File: src/rtl/ilv_pkg.sv
package ilv_pkg;

    localparam int NBANK = 3;

    typedef enum logic {
        MAP_BLOCK  = 1'b0,
        MAP_ROTATE = 1'b1
    } map_mode_e;

    // Restoring division by three, one bit per step, MSB first.
    // Returns {remainder[1:0], quotient[15:0]}.
    function automatic logic [17:0] divmod3(input logic [15:0] n);
        logic [1:0]  rem;
        logic [2:0]  t;
        logic [15:0] q;
        rem = 2'd0;
        q   = 16'd0;
        for (int i = 15; i >= 0; i--) begin
            t = {rem, n[i]};
            if (t >= 3'd3) begin
                q[i] = 1'b1;
                t    = t - 3'd3;
            end
            rem = t[1:0];
        end
        return {rem, q};
    endfunction

endpackage

File: src/rtl/ilv_addr_map.sv
module ilv_addr_map
    import ilv_pkg::*;
#(
    parameter int AW         = 10,
    parameter int BANK_BYTES = 256,
    localparam int BSH       = $clog2(BANK_BYTES),
    localparam int OFFW      = BSH - 1
) (
    input  logic            mode_i,
    input  logic [AW-1:0]   addr_i,
    output logic [1:0]      bank_o,
    output logic [OFFW-1:0] off_o,
    output logic            in_range_o
);

    localparam int SPAN = NBANK * BANK_BYTES;

    logic [AW-1:0] blk;
    logic [15:0]   word16;
    logic [17:0]   dm;

    always_comb begin
        blk    = addr_i >> BSH;
        word16 = 16'(addr_i >> 1);
        dm     = divmod3(word16);
        in_range_o = (32'(addr_i) < SPAN);
        if (map_mode_e'(mode_i) == MAP_ROTATE) begin
            bank_o = dm[17:16];
            off_o  = dm[OFFW-1:0];
        end else begin
            bank_o = blk[1:0];
            off_o  = addr_i[BSH-1:1];
        end
    end

endmodule

File: src/rtl/ilv_bank_timer.sv
module ilv_bank_timer #(
    parameter int RECOVER = 2,
    localparam int CW     = (RECOVER < 1) ? 1 : $clog2(RECOVER + 1)
) (
    input  logic clk,
    input  logic rst_n,
    input  logic start_i,
    output logic busy_o
);

    logic [CW-1:0] cnt_d, cnt_q;

    always_comb begin
        cnt_d = cnt_q;
        if (start_i) begin
            cnt_d = CW'(RECOVER);
        end else if (cnt_q != '0) begin
            cnt_d = cnt_q - 1'b1;
        end
    end

    always_ff @(posedge clk) begin
        if (!rst_n) cnt_q <= '0;
        else        cnt_q <= cnt_d;
    end

    assign busy_o = (cnt_q != '0);

    generate
        if (RECOVER > 0) begin : g_chk
            AST_BUSY_AFTER_READ: assert property (@(posedge clk) disable iff (!rst_n)
                start_i |=> busy_o);
        end
    endgenerate

endmodule

File: src/rtl/ilv_mem_ctrl.sv
module ilv_mem_ctrl
    import ilv_pkg::*;
#(
    parameter int AW         = 10,
    parameter int DW         = 16,
    parameter int BANK_BYTES = 256,
    parameter int RECOVER    = 2,
    localparam int OFFW      = $clog2(BANK_BYTES) - 1
) (
    input  logic                clk,
    input  logic                rst_n,
    input  logic                map_mode_i,
    input  logic                req_valid_i,
    input  logic [AW-1:0]       req_addr_i,
    output logic                req_ready_o,
    output logic                rsp_valid_o,
    output logic [DW-1:0]       rsp_data_o,
    output logic [NBANK-1:0]    bank_rd_o,
    output logic [NBANK*OFFW-1:0] bank_addr_o,
    input  logic [NBANK*DW-1:0] bank_data_i
);

    typedef struct packed {
        logic       rsp_valid;
        logic       rsp_zero;
        logic [1:0] rsp_bank;
    } st_t;

    st_t st_d, st_q;

    logic [1:0]       sel_bank;
    logic [OFFW-1:0]  sel_off;
    logic             in_range;
    logic [NBANK-1:0] busy;
    logic [3:0]       busy_ext;
    logic             accept;

    ilv_addr_map #(.AW(AW), .BANK_BYTES(BANK_BYTES)) u_map (
        .mode_i     (map_mode_i),
        .addr_i     (req_addr_i),
        .bank_o     (sel_bank),
        .off_o      (sel_off),
        .in_range_o (in_range)
    );

    assign busy_ext    = {{(4-NBANK){1'b0}}, busy};
    assign req_ready_o = !in_range || !busy_ext[sel_bank];
    assign accept      = req_valid_i && req_ready_o;

    generate
        for (genvar b = 0; b < NBANK; b++) begin : g_bank
            ilv_bank_timer #(.RECOVER(RECOVER)) u_tmr (
                .clk     (clk),
                .rst_n   (rst_n),
                .start_i (bank_rd_o[b]),
                .busy_o  (busy[b])
            );
            assign bank_rd_o[b] = accept && in_range && (sel_bank == 2'(b));
            assign bank_addr_o[b*OFFW +: OFFW] = sel_off;
            if (RECOVER > 0) begin : g_gap
                AST_BANK_GAP: assert property (@(posedge clk) disable iff (!rst_n)
                    bank_rd_o[b] |=> !bank_rd_o[b]);
            end
        end
    endgenerate

    always_comb begin
        st_d           = st_q;
        st_d.rsp_valid = accept;
        if (accept) begin
            st_d.rsp_zero = !in_range;
            st_d.rsp_bank = sel_bank;
        end
    end

    always_ff @(posedge clk) begin
        if (!rst_n) st_q <= '0;
        else        st_q <= st_d;
    end

    assign rsp_valid_o = st_q.rsp_valid;

    always_comb begin
        rsp_data_o = '0;
        if (!st_q.rsp_zero) begin
            case (st_q.rsp_bank)
                2'd0:    rsp_data_o = bank_data_i[0*DW +: DW];
                2'd1:    rsp_data_o = bank_data_i[1*DW +: DW];
                2'd2:    rsp_data_o = bank_data_i[2*DW +: DW];
                default: rsp_data_o = '0;
            endcase
        end
    end

    AST_ONE_STROBE: assert property (@(posedge clk) disable iff (!rst_n)
        $onehot0(bank_rd_o));
    AST_RSP_LATENCY: assert property (@(posedge clk) disable iff (!rst_n)
        accept |=> rsp_valid_o);
    AST_NO_STRAY_RSP: assert property (@(posedge clk) disable iff (!rst_n)
        (rsp_valid_o && !$past(!rst_n)) |-> $past(accept));
    AST_OOR_SILENT: assert property (@(posedge clk) disable iff (!rst_n)
        (req_valid_i && !in_range) |-> (req_ready_o && bank_rd_o == '0));

endmodule

File: config.mk
export PLATFORM = sky130hd
export DESIGN_NAME = ilv_mem_ctrl
export DESIGN_NICKNAME = d
export VERILOG_FILES = /design/src/rtl/ilv_pkg.sv /design/src/rtl/ilv_addr_map.sv /design/src/rtl/ilv_bank_timer.sv /design/src/rtl/ilv_mem_ctrl.sv
export SDC_FILE = /design/constraint.sdc
export NUM_CORES = 1
export LEC_CHECK = 0
export CAP_MARGIN = 20
export CORE_UTILIZATION = 35
export CTS_CLUSTER_DIAMETER = 40
export DETAILED_ROUTE_END_ITERATION = 10
export HOLD_SLACK_MARGIN = 0.15
export PLACE_DENSITY = 0.85
export SKIP_LAST_GASP = 1
export SYNTH_ARGS = -nofsm -noshare
export SYNTH_HDL_FRONTEND = slang
export SYNTH_HIERARCHICAL = 1
export SYNTH_SLANG_ARGS = --single-unit
File: constraint.sdc
create_clock -name clk -period 7.2 [get_ports clk]
set_clock_uncertainty 0.2 [all_clocks]
set_input_delay 0.72 -clock clk [delete_from_list [all_inputs] [get_ports clk]]
set_output_delay 0.72 -clock clk [all_outputs]
set_load 0.02 [all_outputs]
-- Yosys cells after proc, flatten, opt, wreduce, memory -nomap -nowiden
Cells that the tools add are included.
- $add $sub $neg: 12
- order comparisons: 11
- eq/ne operators: 4
- muxes and demuxes: 28
- bitwise gates (word level): 1
- reductions and logical operators: 19
- operator list (kind ; count):
    $pmux W16 S3 ; 1
    $mux W2 ; 16
    $ge A3 B2 Y1 const B ; 8
    $mux W16 ; 1
    $sub A2 B2 Y2 const B ; 8
    $reduce_bool A2 Y1 ; 6
    $lt A10 B10 Y1 const B ; 1
    $mux W1 ; 8
    $mux W7 ; 1
    $reduce_or A2 Y1 ; 3
    $sub A2 B1 Y2 const B ; 3
    $logic_and A1 B1 Y1 ; 5
    $eq A2 B1 Y1 const B ; 2
    $eq A2 B2 Y1 const B ; 2
    $logic_not A2 Y1 ; 2
    $lt A2 B3 Y1 const B ; 1
    $bmux W1 S2 ; 1
    $ge A1 B2 Y1 const B ; 1
    $logic_not A1 Y1 ; 2
    $sub A1 B2 Y2 const B ; 1
    $logic_or A1 B1 Y1 ; 1
    $not A1 Y1 ; 1
- flip-flop bits (word level): 10
- input bits: 62
- output and inout port bits: 42
- word-level logic and storage cells: 84

-- Longest topological paths before layout
Gate-level depths: netlist of the first run.
- depth in word-level cells: 27
- mapped depth: 40
- mapped depth without buffers: 40

-- Hierarchy
The synthesis of the first run kept the hierarchy.
- by module, submodules not included (module ; times used ; cells each ; area an instance (sq um) ; sequential area each (sq um)):
    ilv_addr_map ; 1 ; 110 ; 807.0 ; 0.0
    ilv_mem_ctrl ; 1 ; 111 ; 775.7 ; 80.1
    ilv_bank_timer ; 3 ; 6 ; 70.1 ; 40.0

-- Worst setup path after synthesis of the first run
Ideal clock, no wire load.
- path type: input-to-output
- start point: input port req_addr_i[8]
- end point: output port bank_rd_o[1]
- data arrival time: 7.184 ns
- required time: 6.280 ns
- setup slack: -0.904 ns
- stages: 37
- buffers on the path: 0
- cell sequence: inv_1 > nor2_1 > ha_1 > or2_4 > nor3_2 > or2_4 > inv_1 > ha_1 > nor2_1 > o211ai_2 > a21oi_1 > ha_1 > nand2b_1 > o22ai_1 > a21oi_1 > a21boi_2 > inv_1 > ha_1 > a21oi_4 > and2_4 > inv_2 > a21oi_1 > ha_1 > inv_1 > nand2_1 > nand2_1 > o211ai_1 > o221ai_1 > ha_1 > o21bai_2 > a22oi_1 > ha_1 > nor2_1 > o21ai_1 > a21oi_1 > o311a_1 > nor4b_1
- cells in the longest elaborated chain, start to end: 24
- elaborated cells on any way between the ends: 35
- those cells by class: add/sub (8); order compare (9); eq/ne (1); mux (11); reduce/logical (6)
- RTL lines (element ; line ; source):
    start, declared ; ilv_mem_ctrl.sv:14 ; input logic [AW-1:0] req_addr_i,
    $ge A3 B2 Y1 or $sub A2 B2 Y2 (tied branches) ; ilv_pkg.sv:20, ilv_pkg.sv:22 ;
    $mux W2 (*) ; ilv_pkg.sv:20 ; if (t >= 3'd3) begin
    $ge A3 B2 Y1 or $sub A2 B2 Y2 (tied branches) ; ilv_pkg.sv:20, ilv_pkg.sv:22 ;
    $mux W2 (*) ; ilv_pkg.sv:20 ;
    $ge A3 B2 Y1 or $sub A2 B2 Y2 (tied branches) ; ilv_pkg.sv:20, ilv_pkg.sv:22 ;
    $mux W2 (*) ; ilv_pkg.sv:20 ;
    $ge A3 B2 Y1 or $sub A2 B2 Y2 (tied branches) ; ilv_pkg.sv:20, ilv_pkg.sv:22 ;
    $mux W2 (*) ; ilv_pkg.sv:20 ;
    [... 9 more ...] ; n/a ;
    net sel_bank[1] ; ilv_mem_ctrl.sv:31 ; logic [1:0] sel_bank;
    $bmux W1 S2 ; ilv_mem_ctrl.sv:47 ; assign req_ready_o = !in_range || !busy_ext[sel_bank];
    $mux W1 (implied by the code) ; ilv_mem_ctrl.sv:47 ;
    $logic_not A1 Y1 ; ilv_mem_ctrl.sv:47 ;
    $logic_or A1 B1 Y1 ; ilv_mem_ctrl.sv:47 ;
    $logic_and A1 B1 Y1 ; ilv_mem_ctrl.sv:48 ; assign accept = req_valid_i && req_ready_o;
    $logic_and A1 B1 Y1 ; ilv_mem_ctrl.sv:58 ; assign bank_rd_o[b] = accept && in_range && (sel_bank == 2'(b));
    $logic_and A1 B1 Y1 (*) ; ilv_mem_ctrl.sv:58 ;
    end, declared ; ilv_mem_ctrl.sv:18 ; output logic [NBANK-1:0] bank_rd_o,
The timed path passes the listed nets; every way through them passes the cells marked *. The select of a mux whose other input is x is not followed.

-- Final worst setup path of the first run
- start point: input port req_addr_i[8]
- end point: output port req_ready_o
- cells in the longest elaborated chain, start to end: 21
- elaborated cells on any way between the ends: 31
- those cells by class: add/sub (8); order compare (9); mux (11); reduce/logical (3)
- RTL lines (element ; line ; source):
    $ge A3 B2 Y1 or $sub A2 B2 Y2 (tied branches) ; ilv_pkg.sv:20, ilv_pkg.sv:22 ;
    $mux W2 (*) ; ilv_pkg.sv:20 ;
    $ge A3 B2 Y1 or $sub A2 B2 Y2 (tied branches) ; ilv_pkg.sv:20, ilv_pkg.sv:22 ;
    $mux W2 (*) ; ilv_pkg.sv:20 ;
    $ge A3 B2 Y1 or $sub A2 B2 Y2 (tied branches) ; ilv_pkg.sv:20, ilv_pkg.sv:22 ;
    $mux W2 (*) ; ilv_pkg.sv:20 ;
    $ge A3 B2 Y1 or $sub A2 B2 Y2 (tied branches) ; ilv_pkg.sv:20, ilv_pkg.sv:22 ;
    $mux W2 (*) ; ilv_pkg.sv:20 ;
    [... 6 more ...] ; n/a ;
    $ge A3 B2 Y1 or $sub A2 B2 Y2 (tied branches) ; ilv_pkg.sv:20, ilv_pkg.sv:22 ;
    $mux W2 (*) ; ilv_pkg.sv:20 ;
    $mux W2 (*) ; ilv_addr_map.sv:27 ; if (map_mode_e'(mode_i) == MAP_ROTATE) begin
    net sel_bank[1] ; ilv_mem_ctrl.sv:31 ;
    $bmux W1 S2 (*) ; ilv_mem_ctrl.sv:47 ;
    $mux W1 (implied by the code) (*) ; ilv_mem_ctrl.sv:47 ;
    $logic_not A1 Y1 (*) ; ilv_mem_ctrl.sv:47 ;
    $logic_or A1 B1 Y1 (*) ; ilv_mem_ctrl.sv:47 ;
    end, declared ; ilv_mem_ctrl.sv:15 ; output logic req_ready_o,
Marked as above.

==> metrics.yaml, run 1 <==
die:
  die_area_sq_um: 5413
  io_pins: 104
  die_h_um: 73.58
  core_area_sq_um: 4817
  die_w_um: 73.58
  rows: 25
  start_util: 0.3722
sta:
  worst_slew_pin_slew_ns: 0.6644
  fmax_mhz: 137.5
  setup_viol: 3
  slew_headroom: 0.5565
  worst_slack_ns: -0.07227
  fin_tns_setup_ns: -0.1541
  fin_crit_ns: 7.272
  final_max_slew_viol_count: 0
  fin_crit_sh: 1.010
  rsz0062_at_grt: "yes"
  finalHoldViolCount: 0
job:
  maxCapViolCount: 0
logic_synthesis:
  netlist_instances: 239
  syn_nets: 309
  yosys_register_bits: 10
  synth.distinct_cells: 58
  yosys_warnings: 6
  synth-edff-count: 0
  async_reset_ff_frac: 0
  synth-seq-area-share: 0.1117
  synth_ff_type: "dfxtp_1"
  avgSynthCellArea_sq_um: 7.502
  synth_area_sq_um: 1793
cells_and_area:
  multi_input_area_sq_um: 1700
  final-instance-count-excl-fill: 455
  fill_cells: 382
  area_delta_synth_final_pct: 99.37
  drive_above_1_share: 0.4021
  n_antenna_cell: 0
  register_area_sq_um: 200.2
  layout_commonest_cell: "clkdlybuf4s50_1"
  nets: 459
  final_cell_mix: "clkdlybuf4s50_1 (92), buf_4 (68), nand2_1 (29)"
cts:
  clock-root-buffer: "clkbuf_8"
  clockBufferDepth: 2
  clock_latency_ns: 0.24
  cts_sinks: 10
  cts_made_buffers: 3
  cts_max_level: 1
  cts_tree: "yes"
  ctsHoldBuffers: 0
  clkSlewWorstSetupHoldPaths_ns: 0.05
worst_hold_path:
  holdPathStages: 2
  hold_class: "reg -> reg"
  min_to: "g_bank[0].u_tmr/cnt_q[1]$_SDFFE_PN0P_"
  worstHoldStart: "g_bank[0].u_tmr/cnt_q[0]$_SDFFE_PP0P_"
place:
  gp_congestion: 0.8852
  post-place-ws_ns: -0.9246
  hpwl_um: 5044
  dp.cells: 433
  port_buffers: 102
power:
  power_w: 0.0006356
  power.density_nw_per_um2: 177.8
  max-vdd-ir-drop_v: 0.0001436
  leakagePower_nw: 1.424
setup_path:
  crit_path_end_kind: "primary output"
  cp.arrival_ns: 6.35
  cp_slowest_cell: "or3_1"
  timing.rr.start: "g_bank[1].u_tmr/cnt_q[0]$_SDFFE_PP0P_"
  crit_type: "in -> out"
  cp.required_ns: 6.28
  cp-start-kind: "primary input"
  reg2reg_depth: 4
  max_stage_delay_ns: 0.38
  r2r_slack_ns: 5.58
  r2r-end: "g_bank[1].u_tmr/cnt_q[0]$_SDFFE_PP0P_"
  path_max_fanout: 5
route:
  via_count: 2261
  first_pass_iters: 4
  routedWlPerCell_um: 14.82
  drt_iter0_drc: 59
  finalWirelength_um: 6743
  via_per_inst: 4.969
  antenna_left: 0
  drc: 0
grt:
  busiest_layer: "met2"
  grt.met2_usage: 0.4281
  met3_usage: 0.02058
  antenna_found_initial: 0
  use_met1: 0.2732
  grt_pass1_wl_um: 9708
  overflow: 0
  grt_pass1_vias: 2168
  grt_start_max_net_pins: 19
  grtUsageTotal: 0.2267
run_status:
  failed_checks: "setup timing"
  status: "finished with violations"
==> worst max-delay path, delay by kind of cell <==
kind	cells	cell delay (ns)
buffers and inverters	9	0.77
adders and majority gates	6	1.14
AOI/OAI and AO/OA	13	1.99
and+or+nand+nor	12	1.70
==> sequential cells by signal, indices dropped and copies added (netlist names) <==
name and count:
st_q 3, rsp_valid_o 1, g_bank.u_tmr/cnt_q 6
==> routing by layer <==
metal	wire length [um]	part of all wire
met1	2758	0.41
met2	3708	0.55
met3	203	0.030
met4	72	0.011
met5	0	0
==> logic make-up (layout without fill, tap and decap cells) <==
logic type | Yosys count | after routing | synth area share
AOI/OAI and AO/OA | 63 | 63 | 0.2701
adders and majority gates | 8 | 8 | 0.05583
and+or+nand+nor | 103 | 103 | 0.3252
muxes | 22 | 22 | 0.1298
DFF | 10 | 10 | 0.1117
buffers and inverters | 33 | 182 | 0.1075
==> cells in the mapped netlist (3+ instances only) <==
master    count  area share
nand2_1      32       0.067
a21oi_1      24       0.067
mux2i_1      21        0.12
buf_4        16       0.067
nor2_1       15       0.031
dfxtp_1      10        0.11
inv_1         9       0.019
or2_0         9       0.031
ha_1          8       0.056
o21ai_0       8       0.022
or2_2         8       0.028
nor2b_1       5       0.017
clkbuf_1      4      0.0084
nand2b_1      4       0.014
o21ai_1       4       0.011
and4bb_2      3       0.021
nand3_1       3      0.0084
nor3_1        3      0.0084
nor4b_1       3       0.015
o211ai_2      3       0.021
or2_1         3       0.010
==> per-stage QoR <==
stage / area, sq um / hold WS [ns] / utilization
final: 3575 / 0.3210 / 0.7421
after global routing: 3575 / 0.3489 / 0.7421
after CTS: 3481 / 0.3255 / 0.7226
after detailed placement: 3321 / 0.3154 / 0.6894
after global placement: 3321 / 0.3028 / 0.6894
after floorplan: 2011 / 0.2856 / -
==> cell type report <==
cell class / count / area share
Inverter: 10 / 0.01120
Tap cell: 67 / 0.02345
Sequential cell: 10 / 0.05600
Timing Repair Buffer: 168 / 0.4183
Clock buffer: 4 / 0.01540
Multi-Input combinational cell: 196 / 0.4757
==> report_power, final <==
| group | internal (W) | switching [W] |
|---|---|---|
| Combinational | 0.000263 | 0.000233 |
| Sequential | 0.0000594 | 0.00000688 |
| Clock | 0.0000483 | 0.0000242 |
| Total | 0.000371 | 0.000264 |
==> how the worst max path moves through the flow <==
stage                        from      endpoint  slack, ns  depth (start not counted)
finish              req_addr_i[8]   req_ready_o      -0.07                         40
global route        req_addr_i[8]   req_ready_o      -0.31                         40
CTS                 req_addr_i[8]  bank_rd_o[1]      -0.07                         36
detailed placement  req_addr_i[8]  bank_rd_o[1]      -0.92                         39
global placement    req_addr_i[9]  bank_rd_o[1]      -0.66                         38
floorplan           req_addr_i[8]   req_ready_o      0.005                         38
==> repair_timing <==
item                                    CTS  global route
buffers inserted                         13             4
endpoints found under the setup margin    7             7
pin swaps                                18            12
gates resized for setup                  43            18
Note: power is estimated with default switching activity, not from simulation.
==> run 2: changes to the inputs <==
--- a/config.mk
+++ b/config.mk
@@ -11,7 +11,6 @@
 export DETAILED_ROUTE_END_ITERATION = 10
 export HOLD_SLACK_MARGIN = 0.15
 export PLACE_DENSITY = 0.85
-export SKIP_LAST_GASP = 1
 export SYNTH_ARGS = -nofsm -noshare
 export SYNTH_HDL_FRONTEND = slang
 export SYNTH_HIERARCHICAL = 1
==> metrics.yaml, run 2 (synthesized netlist as in run 1, its figures left out) <==
sta:
  setup_viol: 3  # unchanged
  fmax_mhz: 137.5  # about the same
  final_max_slew_viol_count: 0  # unchanged
  finalHoldViolCount: 0  # unchanged
  slew_headroom: 0.5595  # +0.003006
  worst_slack_ns: -0.07465  # -0.002379 ns
  worst_slew_pin_slew_ns: 0.6599  # -0.004502 ns
  fin_crit_sh: 1.010  # about the same
  rsz0062_at_grt: "yes"
  fin_crit_ns: 7.275  # +0.002379 ns
cts:
  clockBufferDepth: 2  # unchanged
  cts_max_level: 1  # unchanged
  ctsHoldBuffers: 0  # unchanged
  clock_latency_ns: 0.24  # about the same
  cts_tree: "yes"
  cts_sinks: 10  # unchanged
  clkSlewWorstSetupHoldPaths_ns: 0.05  # about the same
  cts_made_buffers: 3  # unchanged
  clock-root-buffer: "clkbuf_8"
setup_path:
  crit_type: "in -> out"
  path_max_fanout: 5  # unchanged
  critPathTopFamily: "compound AO/OA/AOI/OAI gates"
  max_stage_delay_ns: 0.38  # about the same
  cp.arrival_ns: 6.35  # about the same
  cp-start-kind: "primary input"
  crit_path_end_kind: "primary output"
  cp.required_ns: 6.28  # about the same
  crit_buf_inv: 9  # unchanged
  r2r_slack_ns: 5.58  # about the same
  cp_slowest_cell: "or3_1"
power:
  leakagePower_nw: 1.424  # about the same
  power.density_nw_per_um2: 177.8  # about the same
  max-vdd-ir-drop_v: 0.0001436  # about the same
  seq_power_share: 0.104  # about the same
  swShare: 0.4166  # +0.0004959
  p_sw_w: 0.0002645  # about the same
  power_frac_comb: 0.782  # about the same
  p_int_w: 0.0003704  # -0.20%
  p_clk_frac: 0.114  # about the same
grt:
  overflow: 0  # unchanged
  antenna_found_initial: 0  # unchanged
  met3_usage: 0.02058  # unchanged
  use_met1: 0.2732  # unchanged
  busiest_layer: "met2"
  grt_pass1_wl_um: 9708  # unchanged
  grtUsageTotal: 0.2267  # unchanged
  grt.met2_usage: 0.4281  # unchanged
  grt_start_max_net_pins: 19  # unchanged
  grt_pass1_vias: 2168  # unchanged
die:
  core_area_sq_um: 4817  # unchanged
  die_w_um: 73.58  # unchanged
  die_h_um: 73.58  # unchanged
  rows: 25  # unchanged
  io_pins: 104  # unchanged
  start_util: 0.3722  # unchanged
  die_area_sq_um: 5413  # unchanged
route:
  first_pass_iters: 4  # unchanged
  antenna_left: 0  # unchanged
  via_per_inst: 4.998  # +0.57%
  via_count: 2274  # +0.57%
  finalWirelength_um: 6736  # -0.10%
  drt_iter0_drc: 60  # +1.7%
  routedWlPerCell_um: 14.80  # -0.10%
  drc: 0  # unchanged
cells_and_area:
  regMostFlops: "g_bank.u_tmr/cnt_q"
  drive_above_1_share: 0.4046  # +0.002577
  largest_register_ffs: 6  # unchanged
  area_delta_synth_final_pct: 99.09
  layout_commonest_cell: "clkdlybuf4s50_1"
  n_antenna_cell: 0  # unchanged
  final_cell_mix: "clkdlybuf4s50_1 (92), buf_4 (68), nand2_1 (29)"
  fill_cells: 383  # +0.26%
  nets: 459  # unchanged
  fin_area_sq_um: 3570  # -0.14%
place:
  hpwl_um: 5044  # unchanged
  placed_cell_area_sq_um: 3321  # unchanged
  port_buffers: 102  # unchanged
  gp_congestion: 0.8852  # unchanged
  post-place-ws_ns: -0.9246  # unchanged
job:
  maxCapViolCount: 0  # unchanged
run_status:
  status: "finished with violations"
  failed_checks: "setup timing"
worst_hold_path:
  hold_class: "reg -> reg"
run 2: changes by cell type in the layout (fill, tap and decap cells not counted), sizes merged:
cell           previous run  this run
clkdlybuf4s15             1         0
clkbuf                    6         7
run 2: timing repair:
item | 4_1_cts | 5_1_grt
pin swaps | 18 | 12
resized for setup | 43 | 19
buffers inserted | 13 | 4
setup endpoints to repair | 7 | 7
run 2: worst paths after layout:
kind	from	end	depth (start not counted)
worst max register to register	g_bank[1].u_tmr/cnt_q[0]$_SDFFE_PP0P_	g_bank[1].u_tmr/cnt_q[0]$_SDFFE_PP0P_	4
worst min register to register	g_bank[0].u_tmr/cnt_q[0]$_SDFFE_PP0P_	g_bank[0].u_tmr/cnt_q[1]$_SDFFE_PN0P_	2
worst min-delay path	g_bank[0].u_tmr/cnt_q[0]$_SDFFE_PP0P_	g_bank[0].u_tmr/cnt_q[1]$_SDFFE_PN0P_	2
worst max-delay path	req_addr_i[8]	req_ready_o	40
run 2: per-layer routing:
layer / vias up / part of all wire / routed length, um
met1: 1080 / 0.41 / 2756
met3: 8 / 0.031 / 209
li1: 1138 / - / -
met5: - / 0 / 0
met4: 0 / 0.011 / 72
met2: 48 / 0.55 / 3697
run 2: worst min-delay path: cells and delay by family (launching register included):
| kind | cells | cell delay (ns) |
|---|---|---|
| AND/OR/NAND/NOR | 1 | 0.05 |
| AO/OA/AOI/OAI | 1 | 0.12 |
| flip-flops | 1 | 0.31 |
run 2: power groups by stage:
stage / sequential [W] / combinational, W / clock [W]
2_1_floorplan: 0.0000628 / 0.000275 / 0
3_3_place_gp: 0.0000674 / 0.000441 / 0
3_5_place_dp: 0.0000673 / 0.000451 / 0
4_1_cts: 0.0000661 / 0.000469 / 0.0000740
5_1_grt: 0.0000672 / 0.000525 / 0.0000754
6_report: 0.0000663 / 0.000496 / 0.0000724
run 2: cell type report:
class / count / area [sq um] / share of cell area
sequential: 10 / 200.2 / 0.05608
inverter: 10 / 40.04 / 0.01122
clock buffer: 4 / 55.05 / 0.01542
tap: 67 / 83.83 / 0.02348
timing repair buffer: 168 / 1490 / 0.4175
multi-input combinational: 196 / 1700 / 0.4763
run 2: per-stage QoR:
step / instances / power (W) / TNS [ns] / hold slack [ns] / util
2_1_floorplan: 239 / 0.0003378 / 0 / 0.2856 / -
3_3_place_gp: 433 / 0.0005087 / -3.294 / 0.3028 / 0.6894
3_5_place_dp: 433 / 0.0005185 / -5.244 / 0.3154 / 0.6894
4_1_cts: 450 / 0.0006089 / -0.1027 / 0.3255 / 0.7226
5_1_grt: 455 / 0.0006672 / -1.051 / 0.3489 / 0.7410
6_report: 455 / 0.0006348 / -0.1603 / 0.3210 / 0.7410
==> run 3: changes to the inputs <==
--- a/config.mk
+++ b/config.mk
@@ -15,3 +15,4 @@
 export SYNTH_HDL_FRONTEND = slang
 export SYNTH_HIERARCHICAL = 1
 export SYNTH_SLANG_ARGS = --single-unit
+export TNS_END_PERCENT = 50
==> metrics.yaml, run 3 (synthesized netlist as in run 1, its figures left out) <==
setup_path:
  path_depth: 40  # unchanged
  cp-start-kind: "primary input"
  crit_type: "in -> out"
  reg2reg_depth: 4  # unchanged
  crit_path_end_kind: "primary output"
  crit_buf_inv: 9  # unchanged
  cp-startpoint: "req_addr_i[8]"
  path_max_fanout: 5  # unchanged
  r2r_slack_ns: 5.58  # about the same
  timing.rr.start: "g_bank[1].u_tmr/cnt_q[0]$_SDFFE_PP0P_"
  cp.arrival_ns: 6.35  # about the same
  cp.required_ns: 6.28  # about the same
  r2r-end: "g_bank[1].u_tmr/cnt_q[0]$_SDFFE_PP0P_"
  critPathTopFamily: "compound AO/OA/AOI/OAI gates"
  endpoint: "req_ready_o"
  max_stage_delay_ns: 0.38  # about the same
  cp_slowest_cell: "or3_1"
cells_and_area:
  drive_above_1_share: 0.4021  # -0.002577
  regMostFlops: "g_bank.u_tmr/cnt_q"
  area_delta_synth_final_pct: 99.37
  fin_area_sq_um: 3575  # +0.14%
  n_antenna_cell: 0  # unchanged
  largest_register_ffs: 6  # unchanged
  final_cell_mix: "clkdlybuf4s50_1 (92), buf_4 (68), nand2_1 (29)"
  nets: 459  # unchanged
  layout_commonest_cell: "clkdlybuf4s50_1"
  final_core_util: 0.7421  # +0.001039
place:
  port_buffers: 102  # unchanged
  gp_congestion: 0.8852  # unchanged
  hpwl_um: 5044  # unchanged
  placed_cell_area_sq_um: 3321  # unchanged
die:
  die_w_um: 73.58  # unchanged
  rows: 25  # unchanged
  die_h_um: 73.58  # unchanged
  die_area_sq_um: 5413  # unchanged
  start_util: 0.3722  # unchanged
  io_pins: 104  # unchanged
  core_area_sq_um: 4817  # unchanged
cts:
  clockBufferDepth: 2  # unchanged
  cts_max_level: 1  # unchanged
  clkSlewWorstSetupHoldPaths_ns: 0.05  # about the same
  clock_latency_ns: 0.24  # about the same
  cts_sinks: 10  # unchanged
  cts_made_buffers: 3  # unchanged
  cts_tree: "yes"
  clock-root-buffer: "clkbuf_8"
  ctsHoldBuffers: 0  # unchanged
route:
  drt_iter0_drc: 56  # -6.7%
  antenna_left: 0  # unchanged
  first_pass_iters: 4  # unchanged
  via_per_inst: 5.000  # about the same
  finalWirelength_um: 6746  # +0.15%
  routedWlPerCell_um: 14.83  # +0.15%
  drc: 0  # unchanged
  via_count: 2275  # +0.044%
sta:
  fmax_mhz: 137.6  # about the same
  finalHoldViolCount: 0  # unchanged
  worst_slack_ns: -0.06956  # +0.005089 ns
  worst_slew_pin_slew_ns: 0.6670  # +0.007131 ns
  fin_crit_sh: 1.010  # about the same
  setup_viol: 3  # unchanged
  rsz0062_at_grt: "yes"
  fin_crit_ns: 7.270  # -0.005089 ns
  final_max_slew_viol_count: 0  # unchanged
  slew_headroom: 0.5547  # -0.004761
power:
  power_w: 0.0006357  # +0.13%
  power.density_nw_per_um2: 177.8  # about the same
  leakagePower_nw: 1.424  # about the same
  max-vdd-ir-drop_v: 0.0001437  # about the same
worst_hold_path:
  holdPathStages: 2  # unchanged
  hold_class: "reg -> reg"
job:
  maxCapViolCount: 0  # unchanged
grt:
  grt_start_max_net_pins: 19  # unchanged
  antenna_found_initial: 0  # unchanged
  grtUsageTotal: 0.2267  # unchanged
  grt_pass1_vias: 2168  # unchanged
  overflow: 0  # unchanged
  grt_pass1_wl_um: 9708  # unchanged
run_status:
  failed_checks: "setup timing"
  status: "finished with violations"
-- run 3: worst reg2reg max path, stage by stage, from the launching register on --
cell and delay (ns):
dfxtp_1 0.32, or2_1 0.29, nor4b_4 0.32, buf_4 0.16, and4bb_2 0.22
-- run 3: per-layer routing --
layer  global-route usage  wire length, um  vias to the layer above  part of all wire
met2               0.4281             3710                       48              0.55
met1               0.2732             2787                     1081              0.41
met4              0.05342               72                        0             0.011
met5                    0                0                        -                 0
li1                     -                -                     1138                 -
met3              0.02058              176                        8             0.026
-- run 3: final cells by class --
class                           instances  area, sq um
Inverter                               10        40.04
Multi-Input combinational cell        196         1700
Tap cell                               67        83.83
Timing Repair Buffer                  168         1495
Fill cell                             382         1242
Sequential cell                        10        200.2
Clock buffer                            4        55.05
-- run 3: metrics by stage --
step	std cells	setup TNS (ns)	hold slack (ns)	setup slack [ns]
after global routing	455	-1.135	0.3489	-0.3107
after floorplan	239	0	0.2856	0.005424
final	455	-0.1378	0.3202	-0.06956
after CTS	450	-0.1027	0.3255	-0.06678
after global placement	433	-3.294	0.3028	-0.6614
after detailed placement	433	-5.244	0.3154	-0.9246
-- run 3: how the worst min path moves through the flow --
stage | start | to | slack (ns)
floorplan | g_bank[0].u_tmr/cnt_q[0]$_SDFFE_PP0P_ | g_bank[0].u_tmr/cnt_q[1]$_SDFFE_PN0P_ | 0.29
global placement | g_bank[2].u_tmr/cnt_q[0]$_SDFFE_PP0P_ | g_bank[2].u_tmr/cnt_q[1]$_SDFFE_PN0P_ | 0.30
detailed placement | g_bank[0].u_tmr/cnt_q[1]$_SDFFE_PN0P_ | g_bank[0].u_tmr/cnt_q[1]$_SDFFE_PN0P_ | 0.32
CTS | g_bank[0].u_tmr/cnt_q[0]$_SDFFE_PP0P_ | g_bank[0].u_tmr/cnt_q[1]$_SDFFE_PN0P_ | 0.33
global route | g_bank[2].u_tmr/cnt_q[0]$_SDFFE_PP0P_ | g_bank[2].u_tmr/cnt_q[1]$_SDFFE_PN0P_ | 0.35
finish | g_bank[0].u_tmr/cnt_q[0]$_SDFFE_PP0P_ | g_bank[0].u_tmr/cnt_q[1]$_SDFFE_PN0P_ | 0.32
-- run 3: power by group --
| part | leakage (nW) | internal, W | switching [W] |
|---|---|---|---|
| combinational | 1.31 | 0.000263 | 0.000233 |
| sequential | 0.0816 | 0.0000594 | 0.00000694 |
| clock | 0.0288 | 0.0000482 | 0.0000241 |
-- run 3: repair_timing --
item	in CTS	in global routing
setup endpoints to repair	7	7
gates resized for setup	43	18
pin swaps	18	12
setup buffers	13	4
